$ cat src/rtl/mm_tally_pkg.sv
package mm_tally_pkg;
  localparam int LFSR_W = 16;
  localparam logic [LFSR_W-1:0] LFSR_TAPS = 16'hB400;
  localparam logic [LFSR_W-1:0] LFSR_SEED = 16'hACE1;
  localparam int KIND_MISS = 0;
  localparam int KIND_FALSE = 1;
  localparam int SLOTS_PER_MUT = 4;

  function automatic logic [LFSR_W-1:0] lfsr_step(input logic [LFSR_W-1:0] s);
    return s[0] ? ((s >> 1) ^ LFSR_TAPS) : (s >> 1);
  endfunction
endpackage

$ cat src/rtl/mm_tally_sat.sv
module mm_tally_sat #(
  parameter int W = 24
) (
  input  logic         clk,
  input  logic         rst_n,
  input  logic         clr,
  input  logic         inc,
  output logic [W-1:0] cnt
);
  localparam logic [W-1:0] TOP = '1;

  always_ff @(posedge clk or negedge rst_n) begin
    if (!rst_n)                 cnt <= '0;
    else if (clr)               cnt <= '0;
    else if (inc && cnt != TOP) cnt <= cnt + 1'b1;
  end

  p_clear_zero_r7: assert property (@(posedge clk) disable iff (!rst_n)
    clr |=> cnt == '0);
  p_no_overflow_r6: assert property (@(posedge clk) disable iff (!rst_n)
    (!clr && cnt == TOP) |=> cnt == TOP);
  p_step_one_r2: assert property (@(posedge clk) disable iff (!rst_n)
    (!clr && inc && cnt != TOP) |=> cnt == $past(cnt) + 1'b1);
  p_idle_hold_r4: assert property (@(posedge clk) disable iff (!rst_n)
    (!clr && !inc) |=> $stable(cnt));
endmodule

$ cat src/rtl/mm_tally_stim.sv
module mm_tally_stim
  import mm_tally_pkg::*;
#(
  parameter int             PAT_W = 16,
  parameter logic [PAT_W-1:0] KEY = 16'hB5C3
) (
  input  logic clk,
  input  logic rst_n,
  output logic stim_out,
  output logic stim_key,
  output logic stim_end
);
  localparam int BC_W = $clog2(PAT_W);

  logic [PAT_W-1:0]  shreg;
  logic [BC_W-1:0]   bitpos;
  logic [LFSR_W-1:0] lfsr;
  logic [PAT_W-1:0]  near_miss;

  always_comb begin
    int unsigned fi;
    fi = int'(lfsr) % PAT_W;
    near_miss = KEY ^ (PAT_W'(1) << fi);
  end

  assign stim_out = shreg[PAT_W-1];
  assign stim_end = (bitpos == BC_W'(PAT_W - 1));

  always_ff @(posedge clk or negedge rst_n) begin
    if (!rst_n) begin
      shreg    <= KEY;
      bitpos   <= '0;
      stim_key <= 1'b1;
      lfsr     <= LFSR_SEED;
    end else begin
      lfsr <= lfsr_step(lfsr);
      if (stim_end) begin
        bitpos   <= '0;
        stim_key <= ~stim_key;
        shreg    <= stim_key ? near_miss : KEY;
      end else begin
        bitpos <= bitpos + 1'b1;
        shreg  <= shreg << 1;
      end
    end
  end

  p_alternate_r8: assert property (@(posedge clk) disable iff (!rst_n)
    stim_end |=> stim_key != $past(stim_key));
  p_one_bit_off_r8: assert property (@(posedge clk) disable iff (!rst_n)
    (stim_end && stim_key) |=> $countones(shreg ^ KEY) == 1);
  p_key_reload_r8: assert property (@(posedge clk) disable iff (!rst_n)
    (stim_end && !stim_key) |=> shreg == KEY);
endmodule

$ cat src/rtl/mm_tally_cmp.sv
module mm_tally_cmp #(
  parameter int N = 3
) (
  input  logic         gold_hit,
  input  logic [N-1:0] mut_hit,
  output logic [N-1:0] miss,
  output logic [N-1:0] fpos
);
  for (genvar d = 0; d < N; d++) begin : g_cmp
    assign miss[d] = gold_hit & ~mut_hit[d];
    assign fpos[d] = ~gold_hit & mut_hit[d];
  end
endmodule

$ cat src/rtl/mm_tally_top.sv
module mm_tally_top
  import mm_tally_pkg::*;
#(
  parameter int               N_MUT = 3,
  parameter int               CNT_W = 24,
  parameter int               PAT_W = 16,
  parameter logic [PAT_W-1:0] KEY   = 16'hB5C3,
  localparam int              NUM_CNT = SLOTS_PER_MUT * N_MUT + 2,
  localparam int              SEL_W   = $clog2(NUM_CNT + 1)
) (
  input  logic             clk,
  input  logic             rst_n,
  input  logic             clr,
  input  logic             cat_dbl,
  input  logic             gold_hit,
  input  logic [N_MUT-1:0] mut_hit,
  input  logic [SEL_W-1:0] rd_sel,
  output logic [CNT_W-1:0] rd_data,
  output logic             stim_out,
  output logic             stim_key,
  output logic             stim_end
);
  localparam int KEY_BASE = SLOTS_PER_MUT * N_MUT;

  logic [N_MUT-1:0]   miss_v, fpos_v;
  logic [NUM_CNT-1:0] inc_v;
  logic [CNT_W-1:0]   cnt_all [NUM_CNT];

  mm_tally_stim #(.PAT_W(PAT_W), .KEY(KEY)) u_stim (
    .clk(clk), .rst_n(rst_n),
    .stim_out(stim_out), .stim_key(stim_key), .stim_end(stim_end)
  );

  mm_tally_cmp #(.N(N_MUT)) u_cmp (
    .gold_hit(gold_hit), .mut_hit(mut_hit), .miss(miss_v), .fpos(fpos_v)
  );

  for (genvar c = 0; c < 2; c++) begin : g_cat
    localparam logic CAT = (c == 1);
    for (genvar d = 0; d < N_MUT; d++) begin : g_mut
      assign inc_v[d*SLOTS_PER_MUT + c*2 + KIND_MISS]  = (cat_dbl == CAT) & miss_v[d];
      assign inc_v[d*SLOTS_PER_MUT + c*2 + KIND_FALSE] = (cat_dbl == CAT) & fpos_v[d];
    end
    assign inc_v[KEY_BASE + c] = (cat_dbl == CAT) & stim_end & stim_key;
  end

  for (genvar k = 0; k < NUM_CNT; k++) begin : g_ctr
    mm_tally_sat #(.W(CNT_W)) u_ctr (
      .clk(clk), .rst_n(rst_n), .clr(clr), .inc(inc_v[k]), .cnt(cnt_all[k])
    );
  end

  always_comb begin
    rd_data = '0;
    if (int'(rd_sel) < NUM_CNT) rd_data = cnt_all[rd_sel];
  end
endmodule

$ cat config.mk
export PLATFORM = sky130hd
export DESIGN_NAME = mm_tally_top
export DESIGN_NICKNAME = d
export VERILOG_FILES = /design/src/rtl/mm_tally_pkg.sv /design/src/rtl/mm_tally_sat.sv /design/src/rtl/mm_tally_stim.sv /design/src/rtl/mm_tally_cmp.sv /design/src/rtl/mm_tally_top.sv
export SDC_FILE = /design/constraint.sdc
export NUM_CORES = 1
export LEC_CHECK = 0
export ABC_AREA = 1
export BUFFER_PORTS_ARGS = -buffer_cell sky130_fd_sc_hd__buf_2
export CAP_MARGIN = 10
export CORE_ASPECT_RATIO = 0.6
export CORE_MARGIN = 3
export CORE_UTILIZATION = 55
export DETAILED_ROUTE_END_ITERATION = 7
export GPL_TIMING_DRIVEN = 0
export PLACE_DENSITY = 0.71
export SYNTH_ARGS = -nofsm -noshare
export SYNTH_HDL_FRONTEND = slang
export SYNTH_HIERARCHICAL = 1
export SYNTH_SLANG_ARGS = --single-unit
$ cat constraint.sdc
create_clock -name clk -period 1.9 [get_ports clk]
set_input_delay 0.095 -clock clk [delete_from_list [all_inputs] [get_ports clk]]
set_output_delay 0.095 -clock clk [all_outputs]
set_load 0.02 [all_outputs]
==> summary.md, run 1 <==
- **number of antenna violations at the first check in global routing** 1
- **worst-path fanout max** 2
- **top achievable clock speed** 493.8 MHz
- **dpl ws** -0.4366 ns
- **gate count after technology mapping** 4661
- **final setup violation count** 20
- **Mapped Nets** 4688
- **Compound-Gate Fraction of Synth Area** 6.770%
- **gr usage total** 36.08%
- **antenna-violating nets left** 0
- **clk sinks** 373
- **Root Buffer** clkbuf_16
- **count of max-cap constraint violations** 0
- **fraction of layout cells with a size suffix above 1** 19.02%
- **Worst Setup Start Kind** register
- **CTS max path bufs** 3
- **width of the die** 298.5 um
- **category of the critical setup timing path** register to output port
- **full die area** 54190 um^2
- **remaining global-route overflow** 0
- **wire length of the first global-routing pass** 154800 um
- **worst setup skew after layout** 0.02132 ns
- **Worst Slack Setup Final** -0.1253 ns
- **total number of yosys warnings** 6
- **area of the core** 50050 um^2
- **main combinational cell family by area after synthesis** simple AND/OR/NAND/NOR gates
- **total power consumption of the routed design** 18.67 mW
- **mean number of vias per cell** 5.525
- **number of global-route vias before repair** 26.88k
- **dominant cell type by area after synthesis** dfrtp_1
- **average wire per standard cell** 17.97 um
- **total via count after detailed routing** 31.08k
- **Cell Area, Synth** 28240 um^2
- **Seq/Total Area, Yosys** 33.13%
- **number of levels the H-tree was split into** 2
- **type of destination of the critical path** output port
- **Net count, final** 4936
- **status** complete, but fails checks
- **mux contribution to synthesized area** 0%
- **most frequent cell on the critical path** nand2_1
- **most used cells in the layout excluding fill and tap cells** nand2_1, inv_1, nor2_1
- **number of max-slew violations in the final report** 0
- **clock tree from TritonCTS** yes
- **largest net degree at the start of global routing** 108
- **max incr delay on CP** 0.41 ns
- **data required time of the worst path** 1.80 ns
- **commonest non-fill, non-tap cell in the layout** nand2_1
- **Clock Pin Slew Worst Setup and Hold Paths** 0.07 ns
- **minimum clock period** 2.025 ns
- **vertical extent of the die** 181.5 um
- **static leakage** 15.97 nW
- **setup TNS** -1.237 ns
- **slew of the pin with the lowest slew margin** 1.121 ns
- **TritonCTS Buffers** 41
- **HPWL after DPL** 73080 um
- **number of buffer cells added on primary ports** 35
- **power density cells** 554.5 nW/um^2
- **clock insertion delay at the later pin of the skew report** 0.59 ns
- **count of routing violations after the opening detailed-route iteration** 4092
- **gate family responsible for the most delay along the worst path** simple AND/OR/NAND/NOR gates
- **final clock period utilization by the worst path** 106.6%
- **CP arrival** 1.93 ns
- **post-route DRC violation count** 0
- **filler cell count in the final layout** 4588
- **Cell Chain, Critical Path** or2_4 -> o211ai_1 -> nand2_1 -> nand2_1 -> nand2_2 -> buf_6
- **violations in the final reports** negative setup slack
- **P&R area growth vs syn** 19.23%
- **sum of buffers and inverters on the critical path** 1
- **final instance area** 33670 um^2
- **Rel. slew slack** 25.30%
- **Synth Area in XOR/XNOR** 1.892%
- **area share of fa/ha/maj cells after synthesis** 0.6646%
- **ports placed on the boundary** 39
- **count of different cell masters after synthesis** 33
- **std cell rows** 63
- **cells taking the most area after synthesis** dfrtp_1, nand2_1, nand3_1
- **simple-gate portion of the synthesized area** 45.67%
- **1st-pass router iterations** 7
- **slowest stage cell, crit path** dfrtp_1
- **Routed Wire Length** 101100 um
- **Hold Fails Final Rpt** 0
- **global placement routability congestion** 1.006
- **average size of a mapped cell** 6.059 um^2
- **Initial Util** 56.42%
- **cell area reported after detailed placement** 29360 um^2
- **top cell type's share of synthesized area** 31.46%
- **flops & latches, synth** 373
- **class of the tightest hold or removal check** input pin to register
- **RSZ-0062 raised after global routing** yes
- **peak ir drop on the vdd network** 0.7841 mV
-- Yosys cell counts --
library cell and instances:
a21oi_1 135, and2_1 14, buf_1 8, buf_2 96, buf_4 8, buf_6 16, clkbuf_1 26, clkinv_1 14
clkinv_2 14, dfrtp_1 355, dfstp_2 18, ha_1 15, inv_1 615, inv_2 18, inv_4 1, nand2_1 1787
nand2_2 42, nand3_1 488, nand3_2 1, nand4_1 84, nor2_1 498, nor2_2 15, nor2_4 42, nor2_8 2
nor3_1 28, o211ai_1 24, o21ai_0 29, o21ai_1 140, o21bai_1 28, or2_1 1, or2_2 38, xnor2_1 15
xor2_1 46
-- worst register-to-register path: stages (launching register included) --
cell and delay (ns):
dfrtp_1 0.38, buf_4 0.15, ha_2 0.21, nand2_4 0.07
nor2_4 0.14, nand2_4 0.09, nor2_4 0.12, nand2_1 0.08
nand2_2 0.08, nand2_4 0.09, buf_6 0.16, nand2_1 0.12
o21ai_2 0.09
-- per-layer routing --
metal  vias to the layer above  part of all wire [%]  global-route usage, %
met3                       126                    14                  10.66
met4                         0                   1.7                  5.873
met5                         -                     0                      0
met2                      1720                    37                  45.78
li1                      14960                     -                      -
met1                     14280                    47                  59.15
-- stage by stage --
step           std cells  utilization (%)  hold slack (ns)
6_report            5625            67.27          0.09930
2_1_floorplan       4661                -          -0.2006
5_1_grt             5624            67.26           0.1296
3_5_place_dp        5381            58.66           0.1779
4_1_cts             5538            64.09          0.06565
3_3_place_gp        5378            58.47           0.3342
-- worst paths after layout --
check / from / to / slack [ns] / cells past startpoint
setup reg to reg: g_ctr[10].u_ctr/cnt[1] / g_ctr[10].u_ctr/cnt[10] / 0 / 12
hold reg to reg: u_stim/lfsr[12] / u_stim/lfsr[11] / 0.36 / 0
min in group asynchronous: rst_n / g_ctr[9].u_ctr/cnt[21] / 0.13 / 2
max in group asynchronous: rst_n / g_ctr[7].u_ctr/cnt[12] / 0.28 / 4
setup / recovery: g_ctr[10].u_ctr/cnt[0] / rd_data[0] / -0.13 / 6
hold / removal: mut_hit[1] / g_ctr[4].u_ctr/cnt[0] / 0.1 / 8
-- cell type report --
cell class | count | area [um^2] | share of cell area (%)
multi-input combinational | 3472 | 16560 | 49.17
sequential | 373 | 9534 | 28.32
inverter | 662 | 2535 | 7.529
timing repair buffer | 206 | 1797 | 5.336
clock buffer | 51 | 1074 | 3.188
buffer | 153 | 1026 | 3.047
tap | 682 | 853.3 | 2.534
clock inverter | 24 | 291.5 | 0.8658
antenna | 2 | 5.005 | 0.01486
-- flip-flops by register name, indices dropped and copies added, names as in the netlist --
register         flops
u_stim/lfsr         16
u_stim/bitpos        4
u_stim/shreg        16
u_stim/stim_key      1
g_ctr.u_ctr/cnt    336
-- cell families (layout without fill, tap and decap cells) --
| kind of cell | count (synthesis) | after routing |
|---|---|---|
| AND/OR/NAND/NOR | 3040 | 3040 |
| buffers and inverters | 816 | 1096 |
| flip-flops | 373 | 373 |
| AO/OA/AOI/OAI | 356 | 356 |
| XOR/XNOR | 61 | 61 |
| adder cells (fa/ha/maj) | 15 | 15 |
| other | 0 | 2 |
-- where the power goes --
part	internal, mW	switching, mW	total [mW]
clock	4.65	3.75	8.40
sequential	7.96	0.0276	7.99
combinational	0.678	1.60	2.28
-- repair_timing --
item,CTS,global route
hold buffers,2,0
setup buffers,80,78
cloned,0,8
hold endpoints to repair,205,0
pin swaps,54,77
endpoints found under the setup margin,94,359
gates resized for setup,274,306
Power figures use the tool's default switching activity.
==> run 2: changes to the inputs <==
--- a/config.mk
+++ b/config.mk
@@ -6,14 +6,14 @@
 export NUM_CORES = 1
 export LEC_CHECK = 0
 export ABC_AREA = 1
-export BUFFER_PORTS_ARGS = -buffer_cell sky130_fd_sc_hd__buf_2
 export CAP_MARGIN = 10
-export CORE_ASPECT_RATIO = 0.6
+export CORE_ASPECT_RATIO = 0.8
 export CORE_MARGIN = 3
 export CORE_UTILIZATION = 55
 export DETAILED_ROUTE_END_ITERATION = 7
+export DONT_BUFFER_PORTS = 1
 export GPL_TIMING_DRIVEN = 0
-export PLACE_DENSITY = 0.71
+export PLACE_DENSITY = 0.7
 export SYNTH_ARGS = -nofsm -noshare
 export SYNTH_HDL_FRONTEND = slang
 export SYNTH_HIERARCHICAL = 1
==> run 2 against run 1 <==
Compared with the run above:
- the run ends with negative hold slack, negative setup slack left
- sequential cell count did not move
- non-clock buffer count decreased by 102
- global-route usage decreased by 2.9 points
- clock skew is 0.013 ns higher
- clock-buffer cell count rose by 15
- critical path depth is 2 higher
- clock power decreased by 2%
- total power fell by 3.5%
- hold slack got worse by 0.88 ns
- utilization shrank 3.2 points
- largest cell class unchanged
- largest power group unchanged
==> summary.md, run 2 (synthesized netlist as in run 1, its figures left out) <==
- **clock insertion delay at the later pin of the skew report** 0.58 ns, was 0.59 ns
- **dpl ws** -0.2590 ns, was -0.4366 ns
- **TritonCTS Buffers** 43, was 41
- **flip-flop count of the largest register, all copies and words added** 336, unchanged
- **Net count, final** 4836, was 4936
- **post-route DRC violation count** 0, unchanged
- **register cell area after layout** 9527 um^2, was 9534 um^2
- **final clock period utilization by the worst path** 100.4%, was 106.6%
- **top achievable clock speed** 524.3 MHz, was 493.8 MHz
- **filler cell count in the final layout** 4793, was 4588
- **Util after Layout** 64.05%, was 67.27%
- **Worst R2R Start** u_stim/bitpos[1], was g_ctr[10].u_ctr/cnt[1]
- **slew of the pin with the lowest slew margin** 1.000 ns, was 1.121 ns
- **ports placed on the boundary** 39, unchanged
- **Reg2Reg Depth** 11, was 12
- **Clock Pin Slew Worst Setup and Hold Paths** 0.06 ns, was 0.07 ns
- **area of the core** 50240 um^2, was 50050 um^2
- **count of routing violations after the opening detailed-route iteration** 3949, was 4092
- **Root Buffer** clkbuf_16, unchanged
- **number of buffer cells added on primary ports** 0, was 35
- **Worst Setup Start Kind** register, unchanged
- **minimum setup slack among reg-to-reg paths** 0.06 ns, was 0 ns
- **worst-path fanout max** 6, was 2
- **registers with the most flip-flops** g_ctr.u_ctr/cnt (336), u_stim/lfsr (16), u_stim/shreg (16), unchanged
- **antenna-violating nets left** 0, unchanged
- **mean number of vias per cell** 5.397, was 5.525
- **vertical extent of the die** 208.7 um, was 181.5 um
- **P&R area growth vs syn** 13.94%, was 19.23%
- **CTS max path bufs** 3, unchanged
- **minimum clock period** 1.907 ns, was 2.025 ns
- **number of buffers inserted by hold repair at cts** 5, was 2
- **violations in the final reports** negative hold slack, negative setup slack, was negative setup slack
- **count of max-cap constraint violations** 0, unchanged
- **number of max-slew violations in the final report** 0, unchanged
- **wire length on met3** 9544 um, was 14350 um
- **class of the tightest hold or removal check** input pin to asynchronous set/reset pin, was input pin to register
- **average wire per standard cell** 16.67 um, was 17.97 um
- **minimum hold slack** -0.7805 ns, was 0.09930 ns
- **Routed Wire Length** 91940 um, was 101100 um
- **clock tree from TritonCTS** yes, unchanged
- **type of destination of the critical path** output port, unchanged
- **static leakage** 15.10 nW, was 15.97 nW
- **Worst Slack Setup Final** -0.007327 ns, was -0.1253 ns
- **wire length of the first global-routing pass** 143300 um, was 154800 um
- **number of levels the H-tree was split into** 2, unchanged
- **largest net degree at the start of global routing** 374, was 108
- **Hold Fails Final Rpt** 373, was 0
- **top layer used by detailed routing** met5, was met4
- **number of global-route vias before repair** 25.93k, was 26.88k
- **power density cells** 560.1 nW/um^2, was 554.5 nW/um^2
- **RSZ-0062 raised after global routing** yes, unchanged
- **total via count after detailed routing** 29.77k, was 31.08k
- **worst setup skew after layout** 0.03401 ns, was 0.02132 ns
- **clk sinks** 373, unchanged
- **number of antenna violations at the first check in global routing** 2, was 1
- **gr usage total** 33.16%, was 36.08%
- **capturing point of the worst reg2reg path** g_ctr[13].u_ctr/cnt[5], was g_ctr[10].u_ctr/cnt[10]
- **area of the multi-input gates** 16150 um^2, was 16560 um^2
- **most used cells in the layout excluding fill and tap cells** nand2_1, inv_1, nor2_1, unchanged
- **width of the die** 259.3 um, was 298.5 um
- **full die area** 54120 um^2, was 54190 um^2
- **Initial Util** 56.21%, was 56.42%
- **fraction of layout cells with a size suffix above 1** 15.37%, was 19.02%
- **commonest non-fill, non-tap cell in the layout** nand2_1, unchanged
- **CP arrival** 1.81 ns, was 1.93 ns
- **peak ir drop on the vdd network** 0.6543 mV, was 0.7841 mV
- **std cell rows** 73, was 63
- **remaining global-route overflow** 0, unchanged
- **sum of met2 wire segment lengths after detailed routing** 37230 um, was 37390 um
- **antenna diode count** 0, was 2
- **category of the critical setup timing path** register to output port, unchanged
- **status** complete, but fails checks, unchanged
- **Rel. slew slack** 33.33%, was 25.30%
- **final setup violation count** 1, was 20
- **1st-pass router iterations** 8, was 7
- **data required time of the worst path** 1.80 ns, about the same
- **global placement routability congestion** 1.042, was 1.006
- **largest register by flop count** g_ctr.u_ctr/cnt, unchanged
- **HPWL after DPL** 67190 um, was 73080 um
- **Met1 Wirelength** 42630 um, was 47590 um
run 2: metal layers:
metal	vias to the layer above	GRT usage, %
met5	-	0
li1	14750	-
met3	157	6.301
met1	13590	51.79
met2	1271	46.21
met4	2	9.254
run 2: worst max-delay path, stage by stage, from the launching register on:
cell     delay [ns]
dfrtp_2        0.44
inv_1          0.07
nand2_1        0.08
nand3_1        0.11
nand2_1        0.10
nand2_1        0.10
nand2_1        0.10
nand2_2        0.10
nand2_4        0.14
run 2: repair_timing:
action,CTS,global route
buffers inserted,17,79
hold endpoints to repair,495,373
pin swaps,13,54
endpoints found under the setup margin,86,300
gates cloned,0,2
gates resized for setup,117,259
run 2: worst max path at each step:
stage,from,endpoint,slack [ns],cells after the start
after floorplan,u_stim/bitpos[0],g_ctr[12].u_ctr/cnt[16],0.20,11
after global placement,u_stim/bitpos[0],g_ctr[12].u_ctr/cnt[16],-0.26,11
after detailed placement,u_stim/bitpos[0],g_ctr[12].u_ctr/cnt[19],-0.26,11
after CTS,g_ctr[10].u_ctr/cnt[16],rd_data[16],-0.02,5
after global routing,g_ctr[13].u_ctr/cnt[18],rd_data[18],-0.06,8
final,g_ctr[9].u_ctr/cnt[18],rd_data[18],-0.007,8
run 2: per-stage QoR:
step,power (mW),cells,TNS (ns),cell area (um^2)
detailed placement,9.637,5336,-7.328,29080
floorplan,9.136,4661,0,28240
CTS,18.02,5435,-0.04552,30970
global route,18.62,5516,-0.7958,32180
global placement,9.636,5336,-8.122,29080
finish,18.02,5516,-0.007327,32180
run 2: cell type report:
class                      instances  area share, %
clock buffer                      66          4.025
tap                              675          2.625
buffer                           154          2.951
timing repair buffer             103          2.485
sequential                       373          29.61
clock inverter                    11         0.2566
multi-input combinational       3472          50.20
inverter                         662          7.847
run 2: where the power goes:
part / internal (mW) / switching [mW]
Sequential: 7.96 / 0.0222
Clock: 4.81 / 3.46
Combinational: 0.478 / 1.29
